==> src/rtl/uart_irq_ident.sv <==
module uart_irq_ident #(
  parameter int LSW = 4,
  parameter int MSW = 4,
  parameter int FLW = 2
) (
  input  logic           clk,
  input  logic           rst_n,
  input  logic           fifo_en,
  input  logic [6:0]     src_en,
  input  logic [LSW-1:0] lsr_err,
  input  logic           rx_at_trig,
  input  logic           rx_tmo,
  input  logic           thr_empty,
  input  logic [MSW-1:0] msr_delta,
  input  logic           xoff_hit,
  input  logic [FLW-1:0] flow_rise,
  input  logic           iir_rd,
  input  logic           rd_lsr,
  input  logic           rd_rbr,
  input  logic           rd_msr,
  input  logic           wr_thr,
  output logic [7:0]     iir_out,
  output logic           irq
);
  localparam logic [5:0] C_LS = 6'b000110;
  localparam logic [5:0] C_TO = 6'b001100;
  localparam logic [5:0] C_RX = 6'b000100;
  localparam logic [5:0] C_TX = 6'b000010;
  localparam logic [5:0] C_MS = 6'b000000;
  localparam logic [5:0] C_XO = 6'b010000;
  localparam logic [5:0] C_FL = 6'b100000;
  localparam logic [5:0] C_NONE = 6'b000001;

  logic [6:0] pend;
  logic [6:0] win;
  logic [5:0] code;
  logic       thr_d, rd_d;
  logic [7:0] iir_q;
  logic       irq_q;

  wire tx_rise  = thr_empty & ~thr_d;
  wire rd_start = iir_rd & ~rd_d;
  wire clr_tx   = rd_start && (iir_q[5:0] == C_TX);
  wire clr_xo   = rd_start && (iir_q[5:0] == C_XO);
  wire clr_fl   = rd_start && (iir_q[5:0] == C_FL);

  assign win = pend & src_en;

  always_comb begin
    if      (win[0]) code = C_LS;
    else if (win[1]) code = C_TO;
    else if (win[2]) code = C_RX;
    else if (win[3]) code = C_TX;
    else if (win[4]) code = C_MS;
    else if (win[5]) code = C_XO;
    else if (win[6]) code = C_FL;
    else             code = C_NONE;
  end

  always_ff @(posedge clk or negedge rst_n) begin
    if (!rst_n) begin
      pend  <= '0;
      thr_d <= 1'b0;
      rd_d  <= 1'b0;
      iir_q <= {2'b00, C_NONE};
      irq_q <= 1'b0;
    end else begin
      thr_d   <= thr_empty;
      rd_d    <= iir_rd;
      pend[0] <= (|lsr_err) | (pend[0] & ~rd_lsr);
      pend[1] <= rx_tmo | (pend[1] & ~rd_rbr);
      pend[2] <= rx_at_trig;
      pend[3] <= tx_rise | (pend[3] & ~wr_thr & ~clr_tx);
      pend[4] <= (|msr_delta) | (pend[4] & ~rd_msr);
      pend[5] <= xoff_hit | (pend[5] & ~clr_xo);
      pend[6] <= (|flow_rise) | (pend[6] & ~clr_fl);
      if (!iir_rd) begin
        iir_q <= {{2{fifo_en}}, code};
        irq_q <= ~code[0];
      end
    end
  end

  assign iir_out = iir_q;
  assign irq     = irq_q;

  AST_READ_HOLD: assert property (@(posedge clk) disable iff (!rst_n)
    $past(iir_rd) |-> ($stable(iir_out) && $stable(irq)));
  AST_IRQ_BIT0: assert property (@(posedge clk) disable iff (!rst_n)
    irq == ~iir_out[0]);
  AST_IDLE_CODE: assert property (@(posedge clk) disable iff (!rst_n)
    iir_out[0] |-> (iir_out[5:1] == 5'd0));
  AST_FIFO_BITS: assert property (@(posedge clk) disable iff (!rst_n)
    iir_out[7] == iir_out[6]);
  AST_MS_CLEAR: assert property (@(posedge clk) disable iff (!rst_n)
    (rd_msr && !(|msr_delta)) |=> !pend[4]);
  AST_TX_WRITE: assert property (@(posedge clk) disable iff (!rst_n)
    (wr_thr && !tx_rise) |=> !pend[3]);
endmodule

==> config.mk <==
export PLATFORM = sky130hd
export DESIGN_NAME = uart_irq_ident
export DESIGN_NICKNAME = d
export VERILOG_FILES = /design/src/rtl/uart_irq_ident.sv
export SDC_FILE = /design/constraint.sdc
export NUM_CORES = 1
export LEC_CHECK = 0
export ABC_AREA = 1
export BUFFER_PORTS_ARGS = -buffer_cell sky130_fd_sc_hd__buf_2
export CORE_AREA = 2 2 45 47
export CTS_BUF_LIST = sky130_fd_sc_hd__clkbuf_4
export DETAILED_ROUTE_END_ITERATION = 10
export DIE_AREA = 0 0 47 49
export PLACE_DENSITY_LB_ADDON = 0.15
export SYNTH_ARGS = -nofsm -noshare
export SYNTH_HDL_FRONTEND = slang
export SYNTH_SLANG_ARGS = --single-unit
==> constraint.sdc <==
create_clock -name clk -period 1.85 [get_ports clk]
set_input_delay 0.0925 -clock clk [delete_from_list [all_inputs] [get_ports clk]]
set_output_delay 0.0925 -clock clk [all_outputs]
set_load 0.05 [all_outputs]
Yosys cells after proc, flatten, opt, wreduce, memory -nomap -nowiden
Index checks and enable logic that the tools add are counted.
{"block": "totals", "word_cells": 47, "input_bits": 29, "regBits": 17, "out_inout_bits": 9}
{"block": "classes", "eq_ne": 3, "n_mux": 7, "reduce_logical": 6, "bitwise_logic": 26}
{"operator": "6-bit 2-to-1 mux", "count": 7}
{"operator": "1-bit inverter", "count": 10}
{"operator": "1-bit bitwise AND", "count": 9}
{"operator": "4-bit OR reduction", "count": 2}
{"operator": "7-bit bitwise AND", "count": 1}
{"operator": "6-bit by 2-bit == test with 1-bit output (second input constant)", "count": 1}
{"operator": "6-bit by 5-bit == test with 1-bit output (second input constant)", "count": 1}
{"operator": "6-bit == test (second input constant)", "count": 1}
{"operator": "1-bit bitwise OR", "count": 6}
{"operator": "1-bit logical AND", "count": 3}
{"operator": "2-bit OR reduction", "count": 1}

Depth between registers and ports, before layout
Gate-level depths: netlist (run 1).
{"block": "logic_depth", "ltp_word": 9, "ltp_mapped": 5, "depth_no_buf": 5}

Worst setup path after synthesis (run 1)
OpenSTA, ideal clock, no wires.
{"block": "synth_path", "kind": "reg2reg", "start": "register iir_q[3], in the netlist iir_out[3]", "end": "register pend[6]", "period_less_slack_ps": 1160, "path_slack_ps": 690, "setup_ps": 123, "t_arrival_ps": 1037, "n_path_buf": 0, "path_stages_with_launch": 5, "t_required_ps": 1727, "path_cell_list": "dfrtp_1 nor2_1 nand2_1 o21ai_0 nand2_1"}
{"block": "synth_via", "elab_chain_cells": 5}
{"element": "start, declared", "line": "38", "source": "logic [7:0] iir_q;"}
{"element": "start signal, assigned", "line": "65", "source": "iir_q <= {2'b00, C_NONE};"}
{"element": "start signal, assigned", "line": "78", "source": "iir_q <= {{2{fifo_en}}, code};"}
{"element": "6-bit == test", "line": "45", "source": "wire clr_fl = rd_start && (iir_q[5:0] == C_FL);"}
{"element": "1-bit logical AND", "line": "45"}
{"element": "1-bit inverter", "line": "76", "source": "pend[6] <= (|flow_rise) | (pend[6] & ~clr_fl);"}
{"element": "1-bit bitwise AND", "line": "76"}
{"element": "1-bit bitwise OR", "line": "76"}
{"element": "end signal, assigned", "line": "76"}
{"element": "end, declared", "line": "34", "source": "logic [6:0] pend;"}
Every way passes these cells.
A chain may end at the register's enable or synchronous reset.

Final worst setup path (run 1)
{"block": "layout_path", "start": "input port msr_delta[2]", "end": "register pend[4]"}
{"block": "layout_via", "elab_chain_cells": 2}
{"element": "start, declared", "line": "14", "source": "input logic [MSW-1:0] msr_delta,"}
{"element": "4-bit OR reduction", "line": "74", "source": "pend[4] <= (|msr_delta) | (pend[4] & ~rd_msr);"}
{"element": "1-bit bitwise OR", "line": "74"}
{"element": "end signal, assigned", "line": "74"}
Every way passes these cells.

==> key figures, run 1 <==
Status
  • Status: completed

Clocking
  • Clock net sink count: 17
  • CTS tree: yes
  • Cts bufs inserted: 3
  • Clock buffer depth: 2
  • Hold buffer count at CTS: 13
  • Worst-Skew Late Latency: 0.29 ns
  • Post-CTS sizing: 0
  • Clock-pin transition on the worst setup and hold timing paths: 0.10 ns
  • # H-tree levels: 1
  • Post-CTS Setup Inserts: 0
  • Clock root cell: clkbuf_4

Synthesis
  • Post-synthesis compound-gate area fraction: 6.03%
  • Largest family of logic cells by synthesized area: simple AND/OR/NAND/NOR gates
  • Cell variety after synth: 19
  • Synth area leader: dfrtp_1
  • Syn Nets: 120
  • Post-synth ARST share: 100%
  • Main flop type after synthesis: dfrtp_1
  • Post-Syn Instances: 91
  • Multiplexer share of the synthesized area: 0%
  • Post-Synth Simple-Gate Area: 30.6%
  • Warnings from Yosys: 0
  • Number of flops mapped to enable cells by yosys: 0
  • Post-synthesis register bit count: 17
  • Synth Cell Area: 768 µm²
  • Xor and xnor area share after synthesis: 0%
  • Adder-cell share of the synthesized area: 0%
  • Post-synthesis sequential area ratio: 55.5%
  • Area contributors post-synth: dfrtp_1 52%, nand2_1 14%, nor2_1 6.8%
  • Post-synth top cells: 29 x nand2_1, 16 x dfrtp_1, 14 x nor2_1
  • Most numerous cell in the Yosys netlist: nand2_1
  • Avg Inst Size Synth: 8.44 µm²
  • Post-synth top area share: 52.1%

Place
  • Pre-CTS setup slack: 0.835 ns
  • Port bufs: 37
  • RD Place Congestion: 0.763
  • DP Wirelength: 1200 µm
  • Post-DP Area: 968 µm²

Layout
  • Nets: 173
  • Storage cell area: 427 µm²
  • Layout area overhead: 46.6%
  • Finished Core Util: 61.1%
  • Multi-input logic area: 282 µm²
  • Post-layout instance area: 0.00113 mm²
  • Number of fill cells: 178
  • Share of post-route cells with drive strength above 1: 32.2%
  • Ant. Diodes: 0

Critical path
  • Worst setup SP type: input port
  • Critical path class: in -> reg
  • R2R depth: 3
  • CP endpoint kind: flop
  • R2R Setup Slk: 0.69 ns
  • Reg2Reg Launch Point: pend[1]
  • Worst R2R End: pend[1]
  • Critical Path AT: 1.54 ns
  • Largest fanout on the critical path: 1
  • Crit path required time: 2.05 ns

Detailed routing
  • DRC Markers: 0
  • Antenna-violating nets left: 0
  • Drt initial violations: 6
  • Per-cell routed wire length: 9.85 µm
  • Vias per inst: 4.45
  • Drt first pass iters: 4
  • Final wirelength: 1670 µm
  • Vias post-DR: 756

GRT
  • First-pass GRT wire length: 2880 µm
  • Met2 usage: 27.6%
  • GRT met1 Usage: 21.3%
  • Initial antenna violation count: 0
  • Via count of the first global-routing pass: 730
  • Overall routing resource usage: 17.4%
  • Largest net degree at the start of global routing: 18
  • GR peak layer: met2
  • Total grt overflow: 0
  • GR Util met3: 4.07%

Timing
  • Slew Viols, Final: 0
  • Rel. slew slack: 75.2%
  • Layout Skew: 0.00446 ns
  • RSZ-0062 raised after global routing: no
  • Fin. Hold Viols: 0
  • Final hold slack: 0.0104 ns
  • # setup viols final: 0
  • Fmax: 748 MHz
  • Period utilization: 72.2%
  • Setup ws final: 0.514 ns
  • Final min period: 1.34 ns
  • Setup TNS: 0 ns
  • Worst Tran Pin Value: 0.373 ns

Die
  • Die width: 47 µm
  • Core outline area: 0.00184 mm²
  • Initial core utilization: 41.7%
  • Die Ht: 49 µm
  • # IOs: 38
  • Num rows: 16
  • Die area: 0.00230 mm²

Flow run
  • Max-cap violations: 0

Power and ir drop
  • Pwr dens: 686 mW/mm²
  • Leak: 0.000602 µW
  • VDD IR max: 369 µV

Worst hold path
  • Hold Path Cell Cnt: 4
  • Endpoint, Worst Hold: pend[4]
  • Worst Hold Class: in -> reg
  • Hold path startpoint: rd_msr
worst max-delay path by stage:
| stage | depth (start not counted) | end | start |
|---|---|---|---|
| floorplan | 4 | pend[6] | iir_out[3] |
| global placement | 4 | pend[6] | iir_out[3] |
| finish | 5 | pend[4] | msr_delta[2] |
| detailed placement | 4 | pend[6] | iir_out[3] |
| CTS | 5 | pend[0] | lsr_err[2] |
| global route | 5 | pend[4] | msr_delta[2] |
power breakdown:
part | internal, µW | switching [µW] | leakage, µW
Clock | 80.5 | 123 | 0.0000177
Sequential | 390 | 11.9 | 0.000188
Combinational | 64.9 | 102 | 0.000396
Total | 535 | 237 | 0.000602
layout make-up:
type | instances | share of cell area (%)
multi-input combinational | 61 | 25.0
clock buffer | 3 | 2.00
timing repair buffer | 50 | 28.0
clock inverter | 1 | 0.444
sequential | 17 | 37.9
inverter | 11 | 3.67
tap | 27 | 3.00
per-stage QoR:
stage / total power [µW] / std cells
finish: 773 / 170
global placement: 556 / 153
detailed placement: 557 / 153
floorplan: 503 / 91
global route: 817 / 170
CTS: 781 / 170
cell usage in the layout (no fill, tap or decap):
cell type	instances
nor2_1	14
buf_2	37
nand3_2	1
inv_2	1
clkbuf_4	3
nand4_2	1
o21ai_0	1
nand3_1	4
o21bai_1	1
inv_1	10
a22oi_1	1
clkinv_2	1
dfstp_2	1
nand2_1	29
nand4_1	3
dfrtp_1	16
dlygate4sd3_1	13
o31ai_1	1
nor4_1	2
o21ai_1	2
o21ai_2	1
flip-flops by register name, summed over array words and instances, names as in the netlist:
signal	cells
rd_d	1
pend	7
iir_out	7
irq	1
thr_d	1
layer usage:
| layer | up-vias | part of all wire [%] |
|---|---|---|
| met3 | 4 | 5.1 |
| li1 | 392 | - |
| met5 | - | 0 |
| met4 | 0 | 1.7 |
| met1 | 336 | 43 |
| met2 | 24 | 50 |
cells by family (layout without fill, tap and decap cells):
group	Yosys count	after routing
AOI/OAI and AO/OA	7	7
buffers and inverters	13	65
DFF	17	17
and+or+nand+nor	54	54
critical path, cell delays in order:
cell	delay, ns
dlygate4sd3_1	0.54
buf_2	0.12
nor4_1	0.15
dlygate4sd3_1	0.59
nand2_1	0.05
(Power assumes the default switching activity.)
==> inputs of run 2 (changes only) <==
--- a/config.mk
+++ b/config.mk
@@ -5,12 +5,12 @@
 export SDC_FILE = /design/constraint.sdc
 export NUM_CORES = 1
 export LEC_CHECK = 0
-export ABC_AREA = 1
+export ABC_AREA = 0
 export BUFFER_PORTS_ARGS = -buffer_cell sky130_fd_sc_hd__buf_2
-export CORE_AREA = 2 2 45 47
+export CORE_AREA = 2 2 44 46
 export CTS_BUF_LIST = sky130_fd_sc_hd__clkbuf_4
 export DETAILED_ROUTE_END_ITERATION = 10
-export DIE_AREA = 0 0 47 49
+export DIE_AREA = 0 0 46 48
 export PLACE_DENSITY_LB_ADDON = 0.15
 export SYNTH_ARGS = -nofsm -noshare
 export SYNTH_HDL_FRONTEND = slang
==> constraint.sdc (replaced) <==
create_clock -name clk -period 1.3 [get_ports clk]
set_input_delay 0.065 -clock clk [delete_from_list [all_inputs] [get_ports clk]]
set_output_delay 0.065 -clock clk [all_outputs]
set_load 0.05 [all_outputs]
==> key figures, run 2 <==
Synthesis
  • Warnings from Yosys: 0
  • Synth area leader: dfrtp_1
  • Main flop type after synthesis: dfrtp_1
  • Synth Cell Area: 722 µm²
  • Area contributors post-synth: dfrtp_1 55%, inv_1 4.2%, dfstp_2 3.6%
  • Post-synth ARST share: 100%
  • Avg Inst Size Synth: 11.1 µm²
  • Number of flops mapped to enable cells by yosys: 0
  • Post-synthesis register bit count: 17
  • Post-Syn Instances: 65
  • Post-synth top cells: 16 x dfrtp_1, 8 x inv_1, 7 x nand2_1
  • Post-synth top area share: 55.5%
  • Syn Nets: 94
  • Cell variety after synth: 27
  • Post-synthesis sequential area ratio: 59.1%
  • Most numerous cell in the Yosys netlist: dfrtp_1

Die
  • Initial core utilization: 42.7%
  • Num rows: 15
  • Die area: 0.00221 mm²
  • Core outline area: 0.00169 mm²
  • Die Ht: 48 µm
  • Die width: 46 µm
  • # IOs: 38

Detailed routing
  • DRC Markers: 0
  • Vias post-DR: 655
  • Vias per inst: 4.89
  • Antenna-violating nets left: 0
  • Drt first pass iters: 2
  • Drt initial violations: 11
  • Final wirelength: 1580 µm
  • Per-cell routed wire length: 11.8 µm

Timing
  • Final min period: 1.21 ns
  • Worst Tran Pin Value: 0.386 ns
  • Layout Skew: 0.00594 ns
  • Fin. Hold Viols: 0
  • Rel. slew slack: 74.2%
  • RSZ-0062 raised after global routing: no
  • Setup TNS: 0 ns
  • Period utilization: 93.1%
  • Fmax: 826 MHz
  • Slew Viols, Final: 0
  • # setup viols final: 0

Clocking
  • Cts bufs inserted: 3
  • Post-CTS sizing: 0
  • CTS tree: yes
  • Clock net sink count: 17
  • Clock root cell: clkbuf_4
  • # H-tree levels: 1
  • Clock buffer depth: 2
  • Worst-Skew Late Latency: 0.29 ns
  • Clock-pin transition on the worst setup and hold timing paths: 0.09 ns

Power and ir drop
  • VDD IR max: 687 µV
  • Leak: 0.000533 µW
  • Pwr dens: 999 mW/mm²

Critical path
  • Reg2Reg Launch Point: pend[0]
  • Critical Path AT: 1.38 ns
  • CP endpoint kind: flop
  • R2R Setup Slk: 0.09 ns
  • Largest fanout on the critical path: 3
  • Crit path required time: 1.47 ns
  • Critical path class: reg -> reg
  • Worst R2R End: pend[0]
  • R2R depth: 3
  • Critical Path Source: pend[0]
  • Worst setup SP type: flop

Worst hold path
  • Hold path startpoint: iir_rd
  • Worst Hold Class: in -> reg
  • Endpoint, Worst Hold: rd_d
  • Hold Path Cell Cnt: 1

Layout
  • Finished Core Util: 63.9%
  • Most frequent cells in the layout: 37 x buf_2, 13 x dlygate4sd3_1, 12 x dfrtp_1
  • Layout area overhead: 49.4%
  • Ant. Diodes: 0
  • Nets: 147
  • Post-layout instance area: 0.00108 mm²
  • Share of post-route cells with drive strength above 1: 41.9%
  • Number of fill cells: 143
  • Commonest non-fill, non-tap cell in the layout: buf_2

Flow run
  • Max-cap violations: 0

GRT
  • Total grt overflow: 0
  • Initial antenna violation count: 0
  • Via count of the first global-routing pass: 591
  • First-pass GRT wire length: 2370 µm
  • Largest net degree at the start of global routing: 18
  • Overall routing resource usage: 15.5%

Status
  • Status: completed

Place
  • Post-DP Area: 921 µm²
  • Port bufs: 37
  • RD Place Congestion: 0.752
## run 2: worst max-delay path, cell delays in order, from the launching register on
cell and delay [ns]:
dfrtp_1 0.42, inv_1 0.06, o21ai_0 0.07, dlygate4sd3_1 0.56
## run 2: logic make-up after synthesis
group	Yosys count	share of synthesized area (%)
AND/OR/NAND/NOR	21	18.4
flip-flops	17	59.1
AO/OA/AOI/OAI	16	15.1
buffers and inverters	10	5.89
multiplexers	1	1.56
## run 2: cell type report
| cell class | count | area (µm²) | share of cell area (%) |
|---|---|---|---|
| inverter | 8 | 30.0 | 2.78 |
| clock buffer | 3 | 22.5 | 2.09 |
| clock inverter | 1 | 5.00 | 0.464 |
| timing repair buffer | 50 | 315 | 29.2 |
| multi-input combinational | 38 | 253 | 23.4 |
| sequential | 17 | 432 | 40.0 |
| tap | 17 | 21.3 | 1.97 |
## run 2: routing by layer
metal / GRT usage, % / vias up / share of wire [%]
met5: 0 / - / 0
met4: 6.86 / 0 / 0.88
met3: 3.40 / 2 / 6.4
met2: 25.6 / 26 / 48
met1: 19.5 / 293 / 45
li1: - / 334 / -
## run 2: stage by stage
| stage | hold slack [ns] | worst slack (ns) | total power, µW | cells |
|---|---|---|---|---|
| 4_1_cts | 0.000298 | 0.0757 | 1090 | 133 |
| 3_5_place_dp | 0.00757 | 0.109 | 786 | 117 |
| 5_1_grt | 0.0145 | 0.0292 | 1140 | 134 |
| 3_3_place_gp | 0.00504 | 0.149 | 782 | 117 |
| 2_1_floorplan | -0.231 | 0.0194 | 706 | 65 |
| 6_report | 0.0205 | 0.0898 | 1080 | 134 |
## run 2: timing repair
item / 4_1_cts / 5_1_grt
hold buffers: 12 / 1
endpoints found under the setup margin: 0 / 0
hold endpoints to repair: 25 / 1
setup buffers: 0 / 0
## run 2: power breakdown
group          internal [µW]  switching, µW  total [µW]
Clock                    114            163         278
Sequential               557           26.3         583
Combinational           91.8            125         216
Total                    763            314        1080
## run 2: worst max path at each step
stage	end	slack [ns]
after global routing	pend[0]	0.03
after CTS	iir_out[0]	0.08
after detailed placement	pend[6]	0.11
after floorplan	pend[6]	0.02
final	pend[0]	0.09
after global placement	pend[6]	0.15
